### config.mk
export PLATFORM = sky130hd
export DESIGN_NAME = pirq_state_bank
export DESIGN_NICKNAME = d
export VERILOG_FILES = /design/src/rtl/pirq_state_bank.sv
export SDC_FILE = /design/constraint.sdc
export NUM_CORES = 1
export LEC_CHECK = 0
export BUFFER_PORTS_ARGS = -buffer_cell sky130_fd_sc_hd__buf_2
export CAP_MARGIN = 20
export CORE_ASPECT_RATIO = 0.8
export CORE_MARGIN = 10
export CORE_UTILIZATION = 45
export CTS_BUF_LIST = sky130_fd_sc_hd__clkbuf_8
export DETAILED_ROUTE_END_ITERATION = 8
export HOLD_SLACK_MARGIN = 0.08
export PLACE_DENSITY = 0.59
export SYNTH_ARGS = -nofsm -noshare
export SYNTH_HDL_FRONTEND = slang
export SYNTH_SLANG_ARGS = --single-unit
### constraint.sdc
create_clock -name clk -period 5.3 [get_ports clk]
set_input_delay 0.265 -clock clk [delete_from_list [all_inputs] [get_ports clk]]
set_output_delay 0.265 -clock clk [all_outputs]
set_load 0.005 [all_outputs]
### src/rtl/pirq_state_bank.sv
module pirq_state_bank #(
  parameter int NUM_IRQ = 32,
  parameter int NUM_SGI = 16,
  parameter int PRIO_W  = 8,
  parameter int AW      = 5
) (
  input  logic                     clk,
  input  logic                     rst_n,
  input  logic                     bus_en,
  input  logic                     bus_we,
  input  logic                     bus_ns,
  input  logic [AW-1:0]            bus_addr,
  input  logic [3:0]               bus_be,
  input  logic [31:0]              bus_wdata,
  output logic [31:0]              bus_rdata,
  input  logic                     ppi_valid,
  input  logic [$clog2(NUM_IRQ)-1:0] ppi_id,
  input  logic                     sgi_valid,
  input  logic [$clog2(NUM_IRQ)-1:0] sgi_id,
  input  logic [1:0]               sgi_grp,
  input  logic                     sgi_ns,
  input  logic                     act_valid,
  input  logic [$clog2(NUM_IRQ)-1:0] act_id,
  input  logic                     deact_valid,
  input  logic [$clog2(NUM_IRQ)-1:0] deact_id,
  output logic [2*NUM_IRQ-1:0]     irq_status
);
  localparam int ID_W   = $clog2(NUM_IRQ);
  localparam int PER_W  = 16;
  localparam int A_GRP  = 0;
  localparam int A_MOD  = 1;
  localparam int A_ENS  = 2;
  localparam int A_ENC  = 3;
  localparam int A_PS   = 4;
  localparam int A_PC   = 5;
  localparam int A_AS   = 6;
  localparam int A_AC   = 7;
  localparam int A_CFG  = 8;
  localparam int A_ACC  = 10;
  localparam int A_PRIO = 16;
  localparam logic [ID_W-1:0] SGI_LIM = ID_W'(NUM_SGI);
  localparam logic [1:0] G_S0 = 2'd0, G_S1 = 2'd1, G_NS1 = 2'd2;

  logic [NUM_IRQ-1:0] grp_q, mod_q, en_q, pend_q, act_q;
  logic [NUM_IRQ-1:0] en_d, pend_d, act_d;
  logic [NUM_IRQ-1:0] edge_w;
  logic [2*NUM_IRQ-1:0] acc_w;
  logic [PRIO_W*NUM_IRQ-1:0] prio_w;

  wire wr = bus_en & bus_we;
  wire [NUM_IRQ-1:0] vis = bus_ns ? grp_q : '1;
  wire [NUM_IRQ-1:0] wm  = bus_wdata[NUM_IRQ-1:0] & vis;

  function automatic logic [1:0] decode_grp(input logic g, input logic m);
    return g ? G_NS1 : (m ? G_S1 : G_S0);
  endfunction

  logic [1:0] sgi_tg, sgi_acc;
  logic       sgi_ok;
  always_comb begin
    sgi_tg  = decode_grp(grp_q[sgi_id], mod_q[sgi_id]);
    sgi_acc = acc_w[{sgi_id, 1'b0} +: 2];
    sgi_ok  = 1'b0;
    if (sgi_valid && sgi_id < SGI_LIM && sgi_grp == sgi_tg) begin
      if (!sgi_ns || sgi_tg == G_NS1) sgi_ok = 1'b1;
      else if (sgi_tg == G_S0)        sgi_ok = (sgi_acc != 2'd0);
      else                            sgi_ok = sgi_acc[1];
    end
  end

  always_comb begin
    en_d   = en_q;
    pend_d = pend_q;
    act_d  = act_q;
    if (wr) begin
      if (bus_addr == AW'(A_ENS)) en_d   = en_q   |  wm;
      if (bus_addr == AW'(A_ENC)) en_d   = en_q   & ~wm;
      if (bus_addr == AW'(A_PS))  pend_d = pend_q |  wm;
      if (bus_addr == AW'(A_PC))  pend_d = pend_q & ~wm;
      if (bus_addr == AW'(A_AS))  act_d  = act_q  |  wm;
      if (bus_addr == AW'(A_AC))  act_d  = act_q  & ~wm;
    end
    if (ppi_valid && ppi_id >= SGI_LIM) pend_d[ppi_id] = 1'b1;
    if (sgi_ok) pend_d[sgi_id] = 1'b1;
    if (act_valid) begin
      pend_d[act_id] = 1'b0;
      act_d[act_id]  = 1'b1;
    end
    if (deact_valid) act_d[deact_id] = 1'b0;
  end

  always_ff @(posedge clk or negedge rst_n) begin
    if (!rst_n) begin
      grp_q  <= '0;
      mod_q  <= '0;
      en_q   <= '0;
      pend_q <= '0;
      act_q  <= '0;
    end else begin
      if (wr && !bus_ns && bus_addr == AW'(A_GRP)) grp_q <= bus_wdata[NUM_IRQ-1:0];
      if (wr && !bus_ns && bus_addr == AW'(A_MOD)) mod_q <= bus_wdata[NUM_IRQ-1:0];
      en_q   <= en_d;
      pend_q <= pend_d;
      act_q  <= act_d;
    end
  end

  for (genvar i = 0; i < NUM_IRQ; i++) begin : g_id
    localparam int CW = A_CFG + i / PER_W;
    localparam int CB = 2 * (i % PER_W);
    localparam int PW = A_PRIO + i / 4;
    localparam int PB = i % 4;
    logic              edge_r;
    logic [1:0]        acc_r;
    logic [PRIO_W-1:0] prio_r;
    always_ff @(posedge clk or negedge rst_n) begin
      if (!rst_n) begin
        edge_r <= 1'b0;
        acc_r  <= 2'd0;
        prio_r <= '0;
      end else if (wr) begin
        if (vis[i] && bus_addr == AW'(CW)) edge_r <= bus_wdata[CB+1];
        if (!bus_ns && bus_addr == AW'(A_ACC + i / PER_W)) acc_r <= bus_wdata[CB +: 2];
        if (vis[i] && bus_be[PB] && bus_addr == AW'(PW)) prio_r <= bus_wdata[8*PB +: PRIO_W];
      end
    end
    assign edge_w[i]                    = edge_r;
    assign acc_w[2*i +: 2]              = acc_r;
    assign prio_w[PRIO_W*i +: PRIO_W]   = prio_r;
    assign irq_status[2*i +: 2]         = {act_q[i], pend_q[i]};
  end

  always_comb begin
    bus_rdata = '0;
    if (bus_en) begin
      if (!bus_ns && bus_addr == AW'(A_GRP)) bus_rdata = grp_q;
      if (!bus_ns && bus_addr == AW'(A_MOD)) bus_rdata = mod_q;
      if (bus_addr == AW'(A_ENS) || bus_addr == AW'(A_ENC)) bus_rdata = en_q & vis;
      if (bus_addr == AW'(A_PS)  || bus_addr == AW'(A_PC))  bus_rdata = pend_q & vis;
      if (bus_addr == AW'(A_AS)  || bus_addr == AW'(A_AC))  bus_rdata = act_q & vis;
      for (int id = 0; id < NUM_IRQ; id++) begin
        if (bus_addr == AW'(A_CFG + id / PER_W))
          bus_rdata[2*(id%PER_W)+1] = edge_w[id] & vis[id];
        if (!bus_ns && bus_addr == AW'(A_ACC + id / PER_W))
          bus_rdata[2*(id%PER_W) +: 2] = acc_w[2*id +: 2];
        if (bus_addr == AW'(A_PRIO + id / 4))
          bus_rdata[8*(id%4) +: PRIO_W] = vis[id] ? prio_w[PRIO_W*id +: PRIO_W] : '0;
      end
    end
  end
endmodule

======== Word-level counts from Yosys, hierarchy flattened ========
Cells that the tools add are included.
cells by class
  bitwise logic cells ..................... 51
  reduce and logical (&&, ||, !) cells .... 187
  eq/ne operators ......................... 21
  shift-type cells ........................ 1
  order comparisons ....................... 10
  mux-type cells .......................... 168
operators with widths
  cell                  count
  $mux W32              21
  $mux W8               66
  $and A32 B32 Y32      9
  $or A32 B32 Y32       6
  $reduce_and A2 Y1     67
  $logic_and A1 B1 Y1   110
  $not A32 Y32          3
  $mux W2               33
  $shiftx A64 B7 Y2     1
  $mux W1               42
  $eq A5 B5 Y1 const B  8
  $and A1 B1 Y1         33
  $lt A5 B6 Y1 const B  4
  $demux W1 S5          4
  $eq A5 B3 Y1 const B  4
  $eq A5 B4 Y1 const B  4
  $ge A5 B1 Y1 const B  4
  $bmux W1 S5           2
  $eq A5 B2 Y1 const B  2
  $eq A5 B1 Y1 const B  1
  $ge A5 B5 Y1 const B  1
  $logic_not A5 Y1      1
  $lt A5 B5 Y1 const B  1
  $logic_or A1 B1 Y1    4
  5 further kinds       7
word-level totals
  logic and storage cells ................. 539
  register bits ........................... 512

======== Longest topological paths before layout ========
Gate-level depths: netlist (run 1).
  depth after elaboration ................. 26
  depth in mapped cells ................... 12
  mapped depth without buffers ............ 8

======== Worst setup path after synthesis (run 1) ========
Ideal clock, no wire load.
  path type ............................... input port to output port
  from .................................... input port bus_addr[2]
  to ...................................... output port bus_rdata[10]
  stages .................................. 10
  buffers on the path ..................... 3
  required time ........................... 5.035 ns
  slack ................................... 2.752 ns
  data arrival time ....................... 2.283 ns
  cells stage by stage .................... buf_2 > buf_2 > or3b_1 > buf_2 > nor3_4 > a21oi_1 > o211ai_1 > o211ai_1 > a211o_1 > a311oi_1
between the ends
  longest elaborated chain between the ends .. 20
  elaborated cells on any way between the ends .. 43
ends and longest elaborated chain
  what                   line  source
  from (decl)            12    input logic [AW-1:0] bus_addr,
  $logic_not A5 Y1       136   if (!bus_ns && bus_addr == AW'(A_GRP)) bus_rdata = grp_q;
  $logic_and A1 B1 Y1    136
  $mux W32               136
  $mux W32               137   if (!bus_ns && bus_addr == AW'(A_MOD)) bus_rdata = mod_q;
  $mux W32               138   if (bus_addr == AW'(A_ENS) || bus_addr == AW'(A_ENC)) bus_rdata = en_q & vis;
  $mux W32               139   if (bus_addr == AW'(A_PS) || bus_addr == AW'(A_PC)) bus_rdata = pend_q & vis;
  $mux W32               140   if (bus_addr == AW'(A_AS) || bus_addr == AW'(A_AC)) bus_rdata = act_q & vis;
  $mux W32               135   if (bus_en) begin
  $mux W8                146   if (bus_addr == AW'(A_PRIO + id / 4))
  $mux W8                135
  $mux W2                144   if (!bus_ns && bus_addr == AW'(A_ACC + id / PER_W))
  $mux W8 (4 in series)  146
  $mux W2                144
  $mux W8 (2 in series)  146
  $mux W8 *              146
  $mux W32 *             135
  to (decl)              15    output logic [31:0] bus_rdata,
Every way passes the cells marked *; elsewhere a longest branch is shown, timed or not. The select of a mux whose other input is x is not followed.

======== Worst setup path after layout (run 1) ========
  from .................................... input port bus_addr[2]
  to ...................................... output port bus_rdata[9]
between the ends
  longest elaborated chain between the ends .. 22
  elaborated cells on any way between the ends .. 47
ends and longest elaborated chain
  what                   line  source
  $logic_not A5 Y1       136
  $logic_and A1 B1 Y1    136
  $mux W32               136
  $mux W32               137
  $mux W32               138
  $mux W32               139
  $mux W32               140
  $mux W32               135
  (+2 left out)          n/a
  $mux W1                142   if (bus_addr == AW'(A_CFG + id / PER_W))
  $mux W2                144
  $mux W8 (4 in series)  146
  $mux W1                142
  $mux W2                144
  $mux W8 (2 in series)  146
  $mux W8 *              146
  $mux W32 *             135
Marked as above.

==> impl_results.md, run 1 <==
- Status: complete, no violations
- RSZ-0062 raised after global routing: no
- Pwr Density: 322 nW/um2
- Via count: 23,900
- Crit start category: primary input
- Tightest Hold Check Type: in2reg
- CTS tree: yes
- Largest net degree at the start of global routing: 151
- Area contributors post-synth: dfrtp_1 (48%), mux2_2 (18%), a21oi_1 (3.1%)
- Die height: 238 um
- Clk network pwr share: 39.0%
- Final Slew Violations: 0
- Antenna viol nets, final: 0
- Net Count, Synth: 2,516
- Clk buf depth: 3
- Main combinational cell family by area after synthesis: multiplexers
- Chip width: 292 um
- Yosys Warn Count: 0
- # clock sinks: 512
- Seq cells post-synth: 512
- Worst-Margin Slew: 1.23 ns
- Final wirelength: 121,000 um
- All-Layer GR Usage: 33.8%
- Cell Chain, Critical Path: buf_2 > buf_4 > nor4_1 > and2_1 > buf_12 > a221o_1 > a31oi_1 > o21ai_0 > a211o_1 > a21oi_1 > a2111oi_0 > buf_4 > buf_2
- Final hold violations: 0
- Yosys top cell area share: 48.0%
- PostCTS Resize Cnt: 0
- Netlist cell types: 78
- Area Growth Syn to Fin: 14.6%
- Drt first pass iters: 6
- Worst-path fanout max: 21
- FMAX: 246 MHz
- Synth async-reset ratio: 100%
- Final period util: 76.7%
- Setup TNS Final: 0 ns
- Number of synthesized flops with an enable pin: 0
- Commonest cells post-synth: dfrtp_1 (512), mux2_2 (433), nand2_1 (185)
- Hold Worst Slack: 0.110 ns
- Peak VDD IR: 0.221 mV
- Initial Util: 45.7%
- Post-synthesis mux area share: 20.9%
- IO Count: 169
- Total gr overflow: 0
- Area leader, netlist: dfrtp_1
- HPWL Detailed: 85,600 um
- Core Footprint: 58,400 um2
- CP Buf/Inv Count: 5
- TritonCTS Buffers: 88
- Int Pwr: 6.84 mW
- Post-synthesis adder-cell area fraction: 0%
- P_leak: 14.3 nW
- Placer's final routability congestion estimate: 1.02
- CP Class: in2out
- Xor and xnor area share after synthesis: 0%
- CP max stage delay: 0.73 ns
- H-Tree Depth: 3
- Layout cells sized above 1: 31.8%
- Final Net Count: 2,682
- Crit-path slowest cell: and2_1
- Drt drc: 0
- PortBufs: 168
- Die area: 69,500 um2
- Row Count: 79
- Routed length per instance: 34.9 um
- Delay-heaviest family, CP: compound AO/OA/AOI/OAI gates
- Post-CTS setup buffer count: 0
- Mapped Cells: 2,443
- Worst skew pair latency: 0.72 ns
- Clock skew: 0.0294 ns
- Maxcap violations: 0
- Sequential Power Share: 46.6%
- Crit path time final: 4.07 ns
- Post-synthesis sequential area ratio: 48.0%
- Syn Area/Cell: 10.9 um2
- Predominant post-synthesis flop cell: dfrtp_1
- Compound-cell area share of the yosys netlist: 16.5%
- DR vias/cell: 6.92
- Final Setup Violations: 0
- Fraction of the mapped netlist area in simple logic gates: 11.2%
- Initial antenna violation count: 5
- Crit path from: bus_addr[2]
- Hold wc startpoint: bus_wdata[0]
- Hold buffer count at cts: 42
- RR Startpoint: g_id[29].acc_r[0]
- Initial DRC Count: 3,498
- Worst slew margin: 18.0%
- Switch Pwr: 2.99 mW
- Count leader, synth: dfrtp_1
- CTS Root Cell: clkbuf_8
- Mapped Area: 26,700 um2
- Switching share of power: 30.4%
- Required time worst endpoint: 5.04 ns
- Critical Path AT: 3.80 ns
- First-pass GRT wire length: 172,000 um
- Crit end category: output port
- Vias in the first global route: 23,600
- Clock transition at the registers of the reported paths: 0.06 ns
- Comb pwr share: 14.4%
-- final timing paths --
check | end | slack [ns] | cells after the start
worst max-delay path | bus_rdata[9] | 1.23 | 13
min in group asynchronous | g_id[29].prio_r[0] | 0.14 | 2
worst min-delay path | flip-flop | 0.11 | 3
max in group asynchronous | g_id[30].prio_r[5] | 3.69 | 3
worst min register to register | flip-flop | 0.50 | 2
worst max register to register | pend_q[8] | 2.04 | 8
-- cells by family after synthesis --
| kind of cell | count (synthesis) |
|---|---|
| buffers and inverters | 212 |
| AO/OA/AOI/OAI | 634 |
| flip-flops | 512 |
| AND/OR/NAND/NOR | 601 |
| multiplexers | 484 |
-- layout make-up --
cell class                 instances  area, um2
antenna                            2       5.00
clock buffer                     117       1610
clock inverter                    45        265
fill                            5274      27900
inverter                           8       30.0
multi-input combinational       1719      13000
sequential                       512      12800
tap                              769        962
timing repair buffer             280       1860
-- metrics by stage --
stage | std cells | utilization, % | cell area [um2] | setup WS, ns | total power [mW]
3_5_place_dp | 3246 | 48.4 | 28300 | 1.36 | 5.97
6_report | 3452 | 52.3 | 30600 | 1.23 | 9.83
3_3_place_gp | 3243 | 48.3 | 28200 | 1.40 | 5.95
4_1_cts | 3450 | 52.3 | 30600 | 1.35 | 9.80
5_1_grt | 3450 | 52.3 | 30600 | 1.01 | 10.1
2_1_floorplan | 2443 | - | 26700 | 2.75 | 5.18
-- worst register-to-register path: cells and delay by family, from the launching register on --
kind	cells	cell delay [ns]
simple gates	1	0.10
compound gates	5	1.56
mux	2	1.04
flops	1	0.41
-- power groups by stage --
stage / combinational, mW / sequential [mW] / clock [mW]
6_report: 1.42 / 4.57 / 3.83
4_1_cts: 1.38 / 4.56 / 3.86
2_1_floorplan: 0.705 / 4.47 / 0
5_1_grt: 1.49 / 4.59 / 4.04
3_5_place_dp: 1.35 / 4.62 / 0
3_3_place_gp: 1.33 / 4.62 / 0
-- flip-flops by register name, indices dropped and copies added, names as in the netlist, named ones only --
name,flops
g_id.prio_r,256
g_id.acc_r,64
act_q,32
g_id.edge_r,32
grp_q,32
mod_q,32
pend_q,32
-- cell usage in the layout, fill, tap and decap left out, types with 34 or more instances in the layout --
cell type / instances
and3_1: 40
clkbuf_8: 117
a31oi_1: 54
a21oi_1: 164
inv_1: 37
nand2b_1: 41
dlygate4sd3_1: 42
nor2_1: 111
a22oi_1: 56
mux2_2: 433
a221oi_1: 47
nand2_1: 185
o31ai_1: 34
o21ai_0: 66
nand3_1: 86
buf_4: 65
buf_2: 166
mux2i_1: 38
dfrtp_1: 512
-- metal layers --
layer	track usage [%]	wire, um	vias to the layer above
met5	0	43	-
met4	15.4	6160	6
met1	45.3	48600	12300
met2	49.6	51400	1616
met3	10.3	14400	351
li1	-	-	9613
Power figures use the tool's default switching activity.
==> inputs of run 2 (changes only) <==
PLACE_DENSITY = 0.61   (was 0.59)
clock period = 3.51 ns   (was 5.3 ns; I/O delays follow)
==> impl_results.md, run 2 (same netlist as run 1, synthesis figures left out) <==
- Reg with most FFs: g_id.prio_r (unchanged)
- Fin cells: 3,575 (was 3,452)
- Top flop regs: g_id.prio_r x256, g_id.acc_r x64 (unchanged)
- Largest net degree at the start of global routing: 110 (was 151)
- Crit path time final: 3.45 ns
- Maxcap violations: 0 (unchanged)
- HPWL Detailed: 90,200 um (was 85,600 um)
- Antenna viol nets, final: 0 (unchanged)
- Area Growth Syn to Fin: 18.9% (was 14.6%)
- Worst-Margin Slew: 1.08 ns (was 1.23 ns)
- Final period util: 98.4%
- Layout cells sized above 1: 33.1% (was 31.8%)
- IO Count: 169 (unchanged)
- Die area: 69,500 um2 (unchanged)
- Worst slew margin: 27.4% (was 18.0%)
- Final wirelength: 124,000 um (was 121,000 um)
- Largest register FFs: 256 (unchanged)
- Placer's final routability congestion estimate: 1.02 (about the same)
- Initial antenna violation count: 5 (unchanged)
- Most frequent cells in the layout: dfrtp_1 (512), mux2_2 (433), nand2_1 (185) (unchanged)
- Setup TNS Final: 0 ns (unchanged)
- Row Count: 79 (unchanged)
- Final Net Count: 2,812 (was 2,682)
- Pwr Density: 471 nW/um2 (was 322 nW/um2)
- # clock sinks: 512 (unchanged)
- Drt first pass iters: 8 (was 6)
- Die height: 238 um (unchanged)
- Tightest Hold Check Type: in2reg (unchanged)
- RSZ-0062 raised after global routing: no (unchanged)
- Final hold violations: 0 (unchanged)
- Crit start category: flip-flop (was primary input)
- Clock transition at the registers of the reported paths: 0.06 ns (about the same)
- Commonest non-fill, non-tap cell in the layout: dfrtp_1 (unchanged)
- Via count: 24,500 (was 23,900)
- Area of the multi-input gates: 13,100 um2 (was 13,000 um2)
- Required time worst endpoint: 3.33 ns (was 5.04 ns)
- Worst-path fanout max: 4 (was 21)
- Initial DRC Count: 3,188 (was 3,498)
- CTS Root Cell: clkbuf_8 (unchanged)
- Core Footprint: 58,400 um2 (unchanged)
- Initial Util: 45.7% (unchanged)
- H-Tree Depth: 3 (unchanged)
- Routed length per instance: 34.8 um (was 34.9 um)
- Vias in the first global route: 23,900 (was 23,600)
- PortBufs: 168 (unchanged)
- All-Layer GR Usage: 34.9% (was 33.8%)
- Crit end category: output port (unchanged)
- TritonCTS Buffers: 87 (was 88)
- CP Class: reg2out (was in2out)
- Peak VDD IR: 0.285 mV (was 0.221 mV)
- P_leak: 14.9 nW (was 14.3 nW)
- Post-CTS setup buffer count: 0 (unchanged)
- FMAX: 289 MHz
- Total gr overflow: 0 (unchanged)
- Clock skew: 0.0424 ns (was 0.0294 ns)
- Final Setup Violations: 0 (unchanged)
- Register area: 12,800 um2 (unchanged)
- # placed instances: 3,324 (was 3,246)
- CTS tree: yes (unchanged)
- Fillers: 5,186 (was 5,274)
- Drt drc: 0 (unchanged)
- Total power: 14.9 mW (was 9.83 mW)
- Critical Path AT: 3.28 ns (was 3.80 ns)
- Hold Worst Slack: 0.125 ns (was 0.110 ns)
- Status: complete, no violations (unchanged)
- Clk buf depth: 3 (unchanged)
- DR vias/cell: 6.84 (was 6.92)
- Worst skew pair latency: 0.73 ns (was 0.72 ns)
- Final Slew Violations: 0 (unchanged)
- First-pass GRT wire length: 178,000 um (was 172,000 um)
- Chip width: 292 um (unchanged)
==> run 2: layer usage <==
layer / track usage, % / up-vias / routed length, um
li1: - / 9861 / -
met1: 47.4 / 12600 / 50500
met2: 52.1 / 1628 / 54000
met3: 9.18 / 312 / 14200
met4: 14.7 / 8 / 5590
met5: 0 / - / 48
==> run 2: worst paths after layout <==
kind	end	depth (start not counted)	slack [ns]	from
max	bus_rdata[5]	8	0.06	grp_q[5]
max in group asynchronous	g_id[15].acc_r[0]	3	2.25	rst_n
min	grp_q[27]	2	0.13	bus_wdata[27]
min in group asynchronous	g_id[11].prio_r[0]	2	0.18	rst_n
max reg2reg	pend_q[10]	8	0.43	g_id[31].acc_r[0]
min reg2reg	flip-flop	2	0.50	flip-flop
==> run 2: cell type report <==
class	instances	area share, %
multi-input cells	1719	41.2
flip-flops and latches	512	40.4
repair buffers	411	9.62
clock buffers	107	4.64
well taps	769	3.03
clock inverters	47	1.03
inverters	8	0.0946
diodes	2	0.0158
==> run 2: worst max-delay path, cell delays in order, from the launching register on <==
cell,delay (ns)
dfrtp_1,0.43
mux2i_1,0.11
o41ai_1,0.55
a22oi_1,0.13
a221o_1,0.40
a211oi_1,0.42
a21oi_1,0.08
a31oi_1,0.25
buf_2,0.16
==> run 2: power breakdown <==
group / internal [mW] / switching (mW) / total (mW) / leakage (nW)
Clock: 3.05 / 2.67 / 5.72 / 1.04
Sequential: 6.39 / 0.544 / 6.93 / 6.95
Combinational: 0.937 / 1.35 / 2.29 / 6.96
Total: 10.4 / 4.56 / 14.9 / 14.9
==> run 2: metrics by stage <==
step | setup WS (ns) | instance area, um2 | utilization [%]
after floorplan | 1.14 | 26700 | -
after global placement | -0.225 | 28900 | 49.5
after detailed placement | -0.291 | 28900 | 49.5
after CTS | 0.00129 | 31700 | 54.2
after global routing | 0.0131 | 31700 | 54.3
final | 0.0555 | 31700 | 54.3
==> run 2: what timing repair did <==
action	4_1_cts	5_1_grt
hold endpoints to repair	478	0
pin swaps	0	0
hold buffers	95	0
setup endpoints to repair	1	10
gates resized for setup	2	12
